[src/rtl/tx_bd_walker.sv]
module tx_bd_walker #(
  parameter int DESC_TOTAL = 128,
  parameter int AW         = 12,
  parameter int TABLE_BASE = 'h400,
  localparam int IW        = $clog2(DESC_TOTAL)
) (
  input  logic          clk,
  input  logic          rst_n,
  input  logic          tx_enable,
  input  logic [IW:0]   desc_count,
  output logic          dm_rd_en,
  output logic          dm_wr_en,
  output logic [AW-1:0] dm_addr,
  output logic [31:0]   dm_wdata,
  input  logic [31:0]   dm_rdata,
  output logic          tx_req,
  output logic [31:0]   tx_buf_addr,
  output logic [15:0]   tx_len,
  output logic          tx_pad,
  output logic          tx_crc,
  input  logic          tx_done,
  input  logic [8:0]    tx_status,
  output logic          irq_txdone
);
  localparam logic [AW-1:0] BASE_A = AW'(TABLE_BASE);

  typedef enum logic [2:0] {S_IDLE, S_FCTL, S_CHK, S_FPTR, S_LOAD, S_XMIT, S_WB} st_t;

  st_t         st;
  logic [IW-1:0] idx;
  logic [15:0] len_q;
  logic [5:0]  ctl_q;
  logic [31:0] ptr_q;
  logic [8:0]  sts_q;

  wire run_ok  = tx_enable && (desc_count != '0);
  wire at_last = ctl_q[4] || ({1'b0, idx} >= desc_count - (IW+1)'(1));

  always_ff @(posedge clk or negedge rst_n) begin
    if (!rst_n) begin
      st    <= S_IDLE;
      idx   <= '0;
      len_q <= '0;
      ctl_q <= '0;
      ptr_q <= '0;
      sts_q <= '0;
    end else begin
      case (st)
        S_IDLE: if (run_ok) begin
          st <= S_FCTL;
          if ({1'b0, idx} >= desc_count) idx <= '0;
        end
        S_FCTL: st <= S_CHK;
        S_CHK: begin
          len_q <= dm_rdata[31:16];
          ctl_q <= dm_rdata[14:9];
          if (!tx_enable)       st <= S_IDLE;
          else if (dm_rdata[15]) st <= S_FPTR;
          else                  st <= S_FCTL;
        end
        S_FPTR: st <= S_LOAD;
        S_LOAD: begin
          ptr_q <= dm_rdata;
          st    <= S_XMIT;
        end
        S_XMIT: if (tx_done) begin
          sts_q <= tx_status;
          st    <= S_WB;
        end
        S_WB: begin
          idx <= at_last ? '0 : idx + IW'(1);
          st  <= run_ok ? S_FCTL : S_IDLE;
        end
        default: st <= S_IDLE;
      endcase
    end
  end

  assign dm_rd_en    = (st == S_FCTL) || (st == S_FPTR);
  assign dm_wr_en    = (st == S_WB);
  assign dm_addr     = BASE_A + AW'({idx, 3'b000}) + ((st == S_FPTR) ? AW'(4) : AW'(0));
  assign dm_wdata    = {len_q, 1'b0, ctl_q, sts_q};
  assign tx_req      = (st == S_XMIT);
  assign tx_buf_addr = ptr_q;
  assign tx_len      = len_q;
  assign tx_pad      = ctl_q[3];
  assign tx_crc      = ctl_q[2];
  assign irq_txdone  = (st == S_WB) && ctl_q[5];

  AST_ONE_MEM_OP: assert property (@(posedge clk) disable iff (!rst_n) !(dm_rd_en && dm_wr_en));
  AST_POLL_SAME_INDEX: assert property (@(posedge clk) disable iff (!rst_n)
    (st == S_CHK && !dm_rdata[15]) |=> (idx == $past(idx)));
  AST_REQ_HELD: assert property (@(posedge clk) disable iff (!rst_n)
    (tx_req && !tx_done) |=> (tx_req && $stable(tx_buf_addr) && $stable(tx_len)));
  AST_WB_FOLLOWS_DONE: assert property (@(posedge clk) disable iff (!rst_n)
    (tx_req && tx_done) |=> (dm_wr_en && !tx_req));
  AST_IRQ_ON_WB: assert property (@(posedge clk) disable iff (!rst_n)
    irq_txdone |-> (dm_wr_en && dm_wdata[14]));
  AST_IRQ_PULSE: assert property (@(posedge clk) disable iff (!rst_n)
    irq_txdone |=> !irq_txdone);
endmodule

[config.mk]
export PLATFORM = sky130hd
export DESIGN_NAME = tx_bd_walker
export DESIGN_NICKNAME = d
export VERILOG_FILES = /design/src/rtl/tx_bd_walker.sv
export SDC_FILE = /design/constraint.sdc
export NUM_CORES = 1
export LEC_CHECK = 0
export ABC_AREA = 1
export CAP_MARGIN = 5
export CORE_MARGIN = 1.5
export CORE_UTILIZATION = 37
export CTS_CLUSTER_DIAMETER = 50
export DETAILED_ROUTE_END_ITERATION = 8
export GPL_TIMING_DRIVEN = 0
export PLACE_DENSITY_LB_ADDON = 0.12
export SETUP_SLACK_MARGIN = 0.15
export SLEW_MARGIN = 20
export SYNTH_ARGS = -nofsm -noshare
export SYNTH_HDL_FRONTEND = slang
export SYNTH_SLANG_ARGS = --single-unit
[constraint.sdc]
create_clock -name clk -period 1.8 [get_ports clk]
set_input_delay 0.27 -clock clk [delete_from_list [all_inputs] [get_ports clk]]
set_output_delay 0.27 -clock clk [all_outputs]
set_load 0.03 [all_outputs]
==> reports/qor.yml <==
outcome:
  status: "completed"
floorplan:
  fp.dieArea_um2: 10300
  die_w_um: 102
  num_io_pins: 151
  core_area_um2: 9330
  rows: 35
  initial_utilization: 0.385
  die_y_um: 102
run:
  maxCapViolations: 0
placement:
  dp_hpwl_mm: 6.59
  place_area_um2: 5250
  pre_cts_ws_ns: -0.516
  gp_congestion: 0.847
  port_buffers: 145
global_route:
  grt_usage: 0.177
  grt-ovfl-total: 0
  grt_max_degree: 44
  grt_pass1_wl_mm: 14.2
  grt_pass1_vias: 3025
  antenna_found_initial: 0
logic_synthesis:
  ys_seq_area_frac: 0.508
  netlist_area_um2: 3590
  postSynthRegisterBits: 73
  synth_warnings: 0
  postSynthCellCount: 389
  synth.distinct_cells: 27
  avgSynthCellArea_um2: 9.24
  synth.largest_area_cell: "dfrtp_1"
  synth_top_area_frac: 0.508
  synthTopCellsByArea: "dfrtp_1 51%, nand2_1 8.9%, ha_1 5.9%"
routing:
  vias_per_cell: 4.55
  ant_nets: 0
  via_count: 3238
  wl_per_cell_um: 13.2
  drtIter0Drc: 84
  first_pass_iters: 4
  drt_wl_total_mm: 9.38
  drc: 0
timing:
  period_share: 0.940
  finalHoldViolations: 0
  max_freq_ghz: 0.591
  rsz0062_at_grt: "true"
  setup_ws_ns: 0.107
  fin_skew_ns: 0.00671
  tns_ns: 0
  layout_min_cycle_time_ns: 1.69
  setup_violations: 0
  finalMaxSlewViolations: 0
min_path:
  hold_path.class: "primary input to async pin"
clock_network:
  clk_pin_slew_worst_paths_ns: 0.08
  clock_tree.buffer_depth: 2
  cts_tree: "done"
  cts_buffers: 9
  clock_latency_ns: 0.33
  clock-sinks: 73
  htreeDepth: 3
  cts-root-buf: "clkbuf_8"
setup_path:
  crit_path_start_kind: "primary input"
  critPathCaptureType: "register"
  arrival_ns: 1.92
  crit_end: "idx[1]"
  crit_type: "primary input to register"
  cp_max_fo: 7
  worstSetupStartpoint: "desc_count[1]"
  r2r_start: "idx[6]"
  worst-r2r-setup-slack_ns: 0.18
  r2r_cells: 8
  critPathRequiredTime_ns: 2.03
  rr_endpoint: "idx[1]"
final_layout:
  mostFrequentLayoutCell: "nand2_1"
  drive_above_1_share: 0.256
  nNetsFinal: 648
  diodes: 0
  mostFrequentLayoutCells: "76 x nand2_1, 72 x dlygate4sd2_1, 66 x dfrtp_1, 52 x buf_4, 48 x clkdlybuf4s50_1"
  area_growth_pct: 62.2
  final_area_um2: 5830
pwr:
  power.density_nw_per_um2: 1690
  vdd_drop_max_mv: 0.955
  power_leakage_nw: 3.11
metrics by stage:
step | hold WS [ns] | util | cells | power (mW)
detailed placement | 0.235 | 0.563 | 667 | 8.72
floorplan | -0.0256 | - | 392 | 6.27
global route | 0.429 | 0.625 | 712 | 10.5
CTS | 0.414 | 0.591 | 696 | 9.83
global placement | 0.468 | 0.560 | 666 | 8.63
finish | 0.411 | 0.625 | 712 | 9.87
cells in the mapped netlist:
master,count
inv_1,48
nand2_2,1
ha_1,17
clkbuf_1,4
nor3_2,1
inv_2,4
xor2_1,5
nand2_1,85
conb_1,2
buf_2,4
dfrtp_1,73
a22oi_1,1
or2_2,1
o21ai_1,21
mux2_2,12
o21ai_0,27
nor2_1,17
nor3_4,2
nand3_1,13
mux2_1,9
buf_4,24
nand4_1,5
xnor2_1,2
and3_1,1
nor2_2,1
nor3_1,1
a21oi_1,8
layer usage:
layer	share of wire	global-route usage	vias to the layer above
met4	0.0069	0.0630	0
met1	0.43	0.230	1514
met2	0.49	0.278	111
met5	0	0	-
met3	0.076	0.0559	8
li1	-	-	1605
final cells by class:
type | instances | area [um2]
Clock inverter | 5 | 85.1
Tap cell | 129 | 161
Timing Repair Buffer | 175 | 1640
Multi-Input combinational cell | 235 | 1540
Inverter | 52 | 195
Clock buffer | 11 | 151
Sequential cell | 73 | 1840
Fill cell | 830 | 3500
Buffer | 32 | 215
worst max-delay path: stages:
cell	delay [ns]
dlygate4sd2_1	0.26
inv_2	0.11
ha_4	0.15
nand2_2	0.07
nor2_2	0.13
xor2_1	0.15
inv_1	0.06
ha_1	0.27
and3_4	0.22
nand2_8	0.09
nand3_2	0.09
nand2_2	0.06
cell families (layout without fill, tap and decap cells):
family	Yosys count	in the layout	synth area share
AND/OR/NAND/NOR	128	128	0.154
flip-flops	73	73	0.508
other	2	5	0.00209
AO/OA/AOI/OAI	57	57	0.0801
buffers and inverters	84	275	0.114
adder cells (fa/ha/maj)	17	17	0.0592
XOR/XNOR	7	7	0.0171
multiplexers	21	21	0.0658
what timing repair did:
action	in CTS	in global routing
resized for setup	118	59
endpoints found under the setup margin	81	50
hold buffers	1	0
cloned	0	0
hold endpoints to repair	30	0
pin swaps	6	9
setup buffers	12	16
registers in the layout, summed over array words and instances (netlist names):
register and cells:
ctl_q 6, sts_q 9, st 3, tx_len 16, tx_buf_addr 32, idx 7
worst min path at each step:
stage	end	cells after the start	slack [ns]	startpoint
4_1_cts	tx_len[6]	2	0.41	rst_n
3_3_place_gp	tx_buf_addr[29]	2	0.47	tx_buf_addr[29]
5_1_grt	tx_buf_addr[22]	2	0.43	rst_n
2_1_floorplan	ctl_q[0]	0	-0.03	rst_n
3_5_place_dp	tx_len[6]	1	0.23	rst_n
6_report	tx_buf_addr[22]	2	0.41	rst_n
power breakdown:
part	switching, mW	internal, mW	leakage, nW	total (mW)
Combinational	3.41	2.13	2.11	5.55
Sequential	0.437	2.40	0.889	2.84
Clock	0.617	0.867	0.117	1.48
Total	4.47	5.40	3.11	9.87
(Power assumes the default switching activity.)
